--- src/rtl/cbr_pkg.sv ---
package cbr_pkg;

    localparam int XLEN        = 64;
    localparam int INSN_W      = 96;
    localparam int SHORT_T_W   = 9;
    localparam int MID_T_W     = 20;
    localparam int LONG_T_W    = 68;
    localparam int WIDE_T_LSB  = 26;
    localparam int SHORT_T_LSB = 15;
    localparam int COND_LSB    = 9;
    localparam int COND_W      = 4;
    localparam int ABS_BIT     = 13;
    localparam int SHORT_NE_BIT = 2;

    localparam int MID_T_MSB   = WIDE_T_LSB + MID_T_W - 1;
    localparam int LONG_T_MSB  = WIDE_T_LSB + LONG_T_W - 1;
    localparam int SHORT_T_MSB = SHORT_T_LSB + SHORT_T_W - 1;

    typedef enum logic [1:0] {
        FORM_SHORT = 2'b00,
        FORM_MID   = 2'b01,
        FORM_LONG  = 2'b10,
        FORM_RSVD  = 2'b11
    } form_e;

    typedef enum logic [COND_W-1:0] {
        CC_EQ     = 4'd0,
        CC_NE     = 4'd1,
        CC_LT     = 4'd2,
        CC_GE     = 4'd3,
        CC_LTU    = 4'd4,
        CC_GEU    = 4'd5,
        CC_ALWAYS = 4'd6,
        CC_NEVER  = 4'd7
    } cond_e;

    typedef struct packed {
        form_e             form;
        logic              legal;
        logic [COND_W-1:0] cond;
        logic              absolute;
        logic              zero_cmp;
        logic [XLEN-1:0]   disp;
    } br_fields_t;

    typedef struct packed {
        logic            taken;
        logic [XLEN-1:0] target;
    } br_result_t;

    // byte length of each instruction form
    function automatic logic [XLEN-1:0] form_bytes(form_e f);
        case (f)
            FORM_SHORT: form_bytes = XLEN'(3);
            FORM_MID:   form_bytes = XLEN'(6);
            FORM_LONG:  form_bytes = XLEN'(12);
            default:    form_bytes = '0;
        endcase
    endfunction

    // parcels to bytes: x*3 as shift plus add
    function automatic logic [XLEN-1:0] parcels_to_bytes(logic [XLEN-1:0] x);
        parcels_to_bytes = {x[XLEN-2:0], 1'b0} + x;
    endfunction

endpackage

--- src/rtl/cbr_decode.sv ---
module cbr_decode
    import cbr_pkg::*;
(
    input  logic [INSN_W-1:0] insn,
    output br_fields_t        fields
);

    logic [SHORT_T_W-1:0] t_short;
    logic [MID_T_W-1:0]   t_mid;
    logic [LONG_T_W-1:0]  t_long;
    logic [XLEN-1:0]      disp_short;
    logic [XLEN-1:0]      disp_mid;
    logic [XLEN-1:0]      disp_long;

    assign t_short = insn[SHORT_T_MSB:SHORT_T_LSB];
    assign t_mid   = insn[MID_T_MSB:WIDE_T_LSB];
    assign t_long  = insn[LONG_T_MSB:WIDE_T_LSB];

    assign disp_short = {{(XLEN-SHORT_T_W){t_short[SHORT_T_W-1]}}, t_short};
    assign disp_mid   = {{(XLEN-MID_T_W){t_mid[MID_T_W-1]}}, t_mid};

    // the long field may exceed the address width: keep the low bits only
    generate
        if (LONG_T_W >= XLEN) begin : g_long_trunc
            assign disp_long = t_long[XLEN-1:0];
        end else begin : g_long_sext
            assign disp_long = {{(XLEN-LONG_T_W){t_long[LONG_T_W-1]}}, t_long};
        end
    endgenerate

    // opcode, register specifiers and pp bits are consumed elsewhere
    logic unused_decode_bits;
    assign unused_decode_bits = ^{insn[INSN_W-1:LONG_T_MSB+1], insn[8:3], insn[25:14]};

    always_comb begin
        fields          = '0;
        fields.form     = form_e'(insn[1:0]);
        fields.cond     = insn[COND_LSB+COND_W-1:COND_LSB];
        fields.absolute = insn[ABS_BIT];
        fields.legal    = 1'b1;
        case (form_e'(insn[1:0]))
            FORM_SHORT: begin
                fields.zero_cmp = 1'b1;
                fields.absolute = 1'b0;
                fields.cond     = insn[SHORT_NE_BIT] ? COND_W'(CC_NE) : COND_W'(CC_EQ);
                fields.disp     = disp_short;
            end
            FORM_MID: begin
                fields.disp = disp_mid;
            end
            FORM_LONG: begin
                fields.disp = disp_long;
            end
            default: begin
                fields.legal    = 1'b0;
                fields.cond     = COND_W'(CC_NEVER);
                fields.absolute = 1'b0;
            end
        endcase
    end

endmodule

--- src/rtl/cbr_cond.sv ---
module cbr_cond
    import cbr_pkg::*;
(
    input  logic [COND_W-1:0] cond,
    input  logic              zero_cmp,
    input  logic [XLEN-1:0]   lhs,
    input  logic [XLEN-1:0]   rhs_reg,
    output logic              taken
);

    logic [XLEN-1:0] rhs;
    logic            eq;
    logic            lt_s;
    logic            lt_u;

    assign rhs  = zero_cmp ? '0 : rhs_reg;
    assign eq   = (lhs == rhs);
    assign lt_s = ($signed(lhs) < $signed(rhs));
    assign lt_u = (lhs < rhs);

    always_comb begin
        case (cond)
            CC_EQ:     taken = eq;
            CC_NE:     taken = !eq;
            CC_LT:     taken = lt_s;
            CC_GE:     taken = !lt_s;
            CC_LTU:    taken = lt_u;
            CC_GEU:    taken = !lt_u;
            CC_ALWAYS: taken = 1'b1;
            default:   taken = 1'b0;
        endcase
    end

endmodule

--- src/rtl/cbr_target.sv ---
module cbr_target
    import cbr_pkg::*;
(
    input  logic [XLEN-1:0] pc,
    input  br_fields_t      fields,
    input  logic            taken,
    output logic [XLEN-1:0] next_addr
);

    logic [XLEN-1:0] offset;
    logic [XLEN-1:0] dest;
    logic [XLEN-1:0] fall;

    assign offset = parcels_to_bytes(fields.disp);
    assign dest   = fields.absolute ? offset : pc + offset;
    assign fall   = pc + form_bytes(fields.form);

    assign next_addr = taken ? dest : fall;

endmodule

--- src/rtl/cbr_resolve.sv ---
module cbr_resolve
    import cbr_pkg::*;
(
    input  logic              clk,
    input  logic              rst,
    input  logic              in_valid,
    input  logic [INSN_W-1:0] insn,
    input  logic [XLEN-1:0]   pc,
    input  logic [XLEN-1:0]   rs_a,
    input  logic [XLEN-1:0]   rs_b,
    output logic              out_valid,
    output logic              out_taken,
    output logic [XLEN-1:0]   out_target
);

    br_fields_t fields;
    br_result_t res_d;
    br_result_t res_q;
    logic       accept;
    logic       valid_q;

    cbr_decode u_decode (
        .insn   (insn),
        .fields (fields)
    );

    cbr_cond u_cond (
        .cond     (fields.cond),
        .zero_cmp (fields.zero_cmp),
        .lhs      (rs_a),
        .rhs_reg  (rs_b),
        .taken    (res_d.taken)
    );

    cbr_target u_target (
        .pc        (pc),
        .fields    (fields),
        .taken     (res_d.taken),
        .next_addr (res_d.target)
    );

    assign accept = in_valid && fields.legal;

    always_ff @(posedge clk) begin
        if (rst) begin
            valid_q <= 1'b0;
            res_q   <= '0;
        end else begin
            valid_q <= accept;
            if (accept) begin
                res_q <= res_d;
            end
        end
    end

    assign out_valid  = valid_q;
    assign out_taken  = res_q.taken;
    assign out_target = res_q.target;

endmodule

--- config.mk ---
export PLATFORM = sky130hd
export DESIGN_NAME = cbr_resolve
export DESIGN_NICKNAME = d
export VERILOG_FILES = /design/src/rtl/cbr_pkg.sv /design/src/rtl/cbr_decode.sv /design/src/rtl/cbr_cond.sv /design/src/rtl/cbr_target.sv /design/src/rtl/cbr_resolve.sv
export SDC_FILE = /design/constraint.sdc
export NUM_CORES = 1
export LEC_CHECK = 0
export BUFFER_PORTS_ARGS = -buffer_cell sky130_fd_sc_hd__buf_2
export CORE_MARGIN = 1
export CORE_UTILIZATION = 45
export DETAILED_ROUTE_END_ITERATION = 8
export HOLD_SLACK_MARGIN = 0.05
export PLACE_DENSITY_LB_ADDON = 0.15
export RECOVER_POWER = 50
export SYNTH_ARGS = -nofsm -noshare
export SYNTH_HDL_FRONTEND = slang
export SYNTH_SLANG_ARGS = --single-unit
--- constraint.sdc ---
create_clock -name clk -period 9.4 [get_ports clk]
set_clock_uncertainty 0.15 [all_clocks]
set_input_delay 0.94 -clock clk [delete_from_list [all_inputs] [get_ports clk]]
set_output_delay 0.94 -clock clk [all_outputs]
set_load 0.02 [all_outputs]
==> Word level (Yosys, flattened, before mapping) <==
Cells that the tools add are included.
{ "totals": {"ff_bits": 66, "input_bits": 291, "out_inout_bits": 66, "elab_cells": 35} }
{ "classes": {"n_addsub": 3, "n_lt_le_gt_ge": 2, "n_eq_ne": 9, "mux": 10, "reduce_logical": 8} }
{ "op_table": {"columns": ["operator", "n"], "rows": [
  ["$mux W64", 3],
  ["$pmux W64 S3", 1],
  ["$add A64 B64 Y64", 2],
  ["$lt A64 B64 Y1", 2],
  ["$add A64 B4 Y64", 1],
  ["$eq A64 B64 Y1", 1],
  ["$eq A4 B3 Y1 const B", 3],
  ["$pmux W4 S3", 1],
  ["$pmux W5 S2", 1],
  ["$eq A4 B2 Y1 const B", 2],
  ["$pmux W1 S7", 1],
  ["$eq A4 B1 Y1 const B", 1],
  ["$logic_not A4 Y1", 1],
  ["$logic_not A1 Y1", 3],
  ["$mux W1", 3],
  ["$reduce_or A3 Y1", 1],
  ["$eq A2 B1 Y1 const B", 1],
  ["$eq A2 B2 Y1 const B", 1],
  ["$logic_not A2 Y1", 1],
  ["$reduce_or A2 Y1", 1],
  ["$logic_and A1 B1 Y1", 1]
]} }

==> Longest topological paths before layout <==
{ "depth": {"depth_word": 7, "depth_mapped": 34, "depth_no_buf": 30} }

==> By module <==
A second synthesis with hierarchy kept.
{ "unflattened": {"cells_unflattened": 2275, "hier_area_um2": 15950.3} }
{ "modules_own_cells": {"columns": ["mod", "instances", "cells_per_inst", "area_each_um2", "seq_area_each_um2"], "rows": [
  ["cbr_target", 1, 1543, 10143.5, 0.0],
  ["cbr_resolve", 1, 300, 2951.6, 1321.3],
  ["cbr_cond", 1, 255, 1936.9, 0.0],
  ["cbr_decode", 1, 177, 918.4, 0.0]
]} }

==> Worst setup path after synthesis <==
No wires, ideal clock.
{ "synth_timing": {"kind": "input to register", "from": "input port insn[0]", "to": "register res_q, in the netlist out_target[62]", "setup_time_ns": 0.074, "t_arrival_ns": 7.913, "required_time_ns": 9.176, "setup_slack_ns": 1.263, "cell_stages": 33, "path_buffers": 7, "path_cell_list": "ha_1 > clkbuf_1 > clkbuf_1 > clkbuf_1 > clkbuf_1 > clkbuf_1 > buf_1 > nor2_1 > ha_1 > clkbuf_1 > a21oi_1 > o21bai_1 > maj3_1 > a21oi_1 > o2bb2ai_1 > a221o_1 > a41oi_1 > o21ai_0 > a221oi_1 > xor2_1 > ha_1 > and2_1 > nand2_1 > o211a_1 > o21ai_0 > a2111oi_0 > nand2_1 > a22oi_1 > a31oi_1 > a311oi_1 > xnor2_1 > a21oi_1 > a31oi_1"} }
{ "synth_between": {"elab_chain_len": 7, "elab_cells_between_ends": 31, "cone_classes": "add/sub (3); order compare (2); eq/ne (9); mux (9); reduce/logical (8)"} }
{ "synth_lines": {"columns": ["item", "line", "text"], "rows": [
  ["from (decl)", "cbr_resolve.sv:7", "input logic [INSN_W-1:0] insn,"],
  ["parallel branches: the longest is 7 deep, another holds $add A64 B64 Y64", null, null],
  ["to (signal assigned)", "cbr_resolve.sv:51", "res_q <= res_d;"],
  ["to (decl)", "cbr_resolve.sv:18", "br_result_t res_q;"]
]} }
Several ways; the timed one is not identified.
A chain may end at the register's enable or synchronous reset.

==> Worst setup path after layout <==
Ends and elaborated chain as after synthesis.

==> out/qor.yml <==
post_cts_resized: 0
yosysSeqAreaShare: 0.08744
core_area_um2: 32780
rsz0062_at_grt: "no"
std_cell_rows: 66
clkTransAtPathRegs_ns: 0.06
synthArstFlopShare: 0
grt_util_all_layers: 0.3174
synth_seq_cells: 66
cts_buffers: 9
clock_path_buffers: 2
cp-start-kind: "input pin"
holdPathStages: 2
ant_nets: 0
grt_start_max_net_pins: 77
final_util: 0.5257
cts_hold_buf: 0
avgSynthCellArea_um2: 6.906
pin_count: 357
fin_crit_ns: 8.214
gp_congestion: 0.9519
drtIter0Drc: 1491
grt_first_pass_wirelength_um: 85240
port_buffers: 341
cts_tree: "built"
hold_violations: 0
synth_edf_count: 0
ys.flop_type: "dfxtp_1"
timing.final.crit_share: 0.8738
setup_viol: 0
grt_pass1_vias: 15510
outcome: "complete, no violations"
vias: 17550
synth_cell_type_count: 87
worst_ir_drop_vdd_mv: 0.07629
drt_wl_total_um: 56780
avgViaCountPerCell: 6.072
grt_antenna_before_repair: 15
slowest_stage: "and2_1"
tns_ns: 0
layout-drive-gt1-share: 0.1417
crit_path_max_fanout: 20
slowest_delay_ns: 0.69
wl_per_cell_um: 19.64
ff2ff_setup_slack_ns: 8.35
drtPass1Iterations: 5
die_w_um: 185.2
p_per_area_nw_per_um2: 130.7
post-cts-setup-buffer-count: 0
drc: 0
finalNetCount: 2912
htreeDepth: 3
hold_start: "out_target[19]$_SDFFE_PP0P_"
synth_cells: 2188
slew_viol_final: 0
synth_fp_nets: 2671
timing.fmax_mhz: 121.7
die_h_um: 185.2
reg2reg_depth: 2
start_util: 0.4609
place_hpwl_um: 46590
critPathRequiredTime_ns: 9.51
slew_headroom: 0.3534
tightest_slew_ns: 0.9672
syn2layout_area_growth_pct: 14.05
grt.overflow.total: 0
end_kind: "flip-flop"
min_to: "out_target[19]$_SDFFE_PP0P_"
hold_path_class: "reg2reg"
cap_viol_max_count: 0
r2r-end: "out_target[44]$_SDFFE_PP0P_"
synth_area_um2: 15110
r2r_start: "out_target[44]$_SDFFE_PP0P_"
numClockSinks: 66
die_area_um2: 34320
critPathArrivalTime_ns: 8.33
clk_latency_ns: 0.33
path_class: "in2reg"
cts.root.buffer_cell: "clkbuf_16"
yosysWarningCount: 0
p_leak_nw: 7.531
cpMostUsedCell: "a21oi_1"
[placed cells by master (no fill, tap or decap), types with 17 or more instances in the layout]
master    count
nor2_1      159
ha_1        187
a211oi_1     24
clkbuf_1     68
xnor2_1     106
nand3_1      68
xor2_1       82
and3_1       36
o21bai_1     26
nand4_1      54
mux2i_1      18
a31oi_1      19
inv_1        42
nand2_1     248
a21o_1       73
dfxtp_1      66
o21ai_0     142
nor3_1       30
buf_4        17
buf_2       275
o211ai_1     41
a22oi_1      18
nor2b_1      33
nand2b_1     88
a21oi_1     249
a32o_1       19
[sequential cells by signal, summed over array words and instances (netlist names)]
name	flops
out_target	64
out_taken	1
out_valid	1
[cell families after synthesis]
logic type / count (synthesis) / share of synthesized area
simple gates: 797 / 0.2605
compound gates: 752 / 0.3238
fa+ha+maj: 194 / 0.1613
xor+xnor: 189 / 0.1100
buf+inv: 170 / 0.04355
flops: 66 / 0.08744
mux: 20 / 0.01341
[through the flow]
step	instances	hold WS [ns]	instance area (um^2)	setup WS, ns	total power [W]
after floorplan	2188	0.3817	15110	1.263	0.001467
after global placement	2860	0.2860	17020	0.9930	0.001907
after detailed placement	2860	0.2935	17020	0.9495	0.001919
after CTS	2876	0.3008	17280	1.264	0.002234
after global routing	2888	0.3236	17230	0.5091	0.002423
final	2891	0.3044	17230	1.186	0.002253
[synthesized netlist by cell type, types with 5 or more instances]
master     instances  area, um^2
a21oi_1          249        1246
and4_1            11       96.34
inv_1             42       157.7
o2111ai_1          5       43.79
nand2b_1          88       550.5
nand2_1          248       930.9
a311oi_1           7       61.31
a22o_1            11       96.34
or4_1              5       37.54
a211oi_1          24       180.2
a32oi_1            5       43.79
and3_1            37       231.5
xor2_1            82       718.2
a221oi_1          15       131.4
a31o_2             5       43.79
dfxtp_1           66        1321
a32o_1            19       190.2
a31oi_1           19       118.9
o21ai_1            6       30.03
buf_1              5       18.77
or2_2              8       50.05
nand4_1           54       337.8
buf_2             10       50.05
nor2b_1           33       206.5
nor2_1           160       600.6
nor3_1            30       150.1
o211ai_1          41       307.8
nor3b_1            8       60.06
and2_1            16       100.1
clkbuf_1         111       416.7
nor4_1            10       62.56
a221o_1            5       50.05
o21a_1            13       97.59
o21ai_0          142       710.7
mux2i_1           18       180.2
a211o_1            9       78.83
a22oi_1           19       142.6
nand3_1           68       340.3
xnor2_1          106       928.4
a21o_1            73       548.0
ha_1             190        2377
o31ai_1           14       105.1
o21bai_1          26       195.2
[worst max-delay path, delay by kind of cell]
family          cells  cell delay, ns
compound gates     17            3.90
simple gates        5            1.40
fa+ha+maj           4            1.35
xor+xnor            2            0.49
buf+inv             2            0.24
[report_power, final]
| part | switching [W] | total [W] | internal (W) |
|---|---|---|---|
| registers | 0.0000258 | 0.000345 | 0.000319 |
| clock network | 0.000130 | 0.000308 | 0.000178 |
| logic | 0.000993 | 0.00160 | 0.000607 |
| total | 0.00115 | 0.00225 | 0.00110 |
[per-layer routing]
layer | GRT usage | wire length, um | share of wire
met1 | 0.4433 | 26460 | 0.47
met2 | 0.5004 | 24620 | 0.43
met3 | 0.03913 | 4336 | 0.076
met4 | 0.1025 | 1351 | 0.024
met5 | 0 | 12 | 0.00021
[area by class of cell]
class | count | area (um^2)
fillers | 3384 | 15550
clock buffers | 11 | 232.7
flip-flops and latches | 66 | 1321
repair buffers | 358 | 1752
multi-input cells | 1952 | 13150
inverters | 42 | 157.7
well taps | 442 | 553.0
diodes | 15 | 37.54
clock inverters | 5 | 31.28
[worst max path at each step]
stage | endpoint | cells after the start | startpoint | slack (ns)
6_report | out_target[62]$_SDFFE_PP0P_ | 30 | insn[0] | 1.19
5_1_grt | out_target[62]$_SDFFE_PP0P_ | 31 | insn[0] | 0.51
4_1_cts | out_target[62]$_SDFFE_PP0P_ | 30 | insn[0] | 1.26
3_5_place_dp | out_target[62]$_SDFFE_PP0P_ | 30 | insn[0] | 0.95
3_3_place_gp | out_target[62]$_SDFFE_PP0P_ | 30 | insn[0] | 0.99
2_1_floorplan | out_target[62]$_SDFFE_PP0P_ | 33 | insn[0] | 1.26
(Power assumes the default switching activity.)
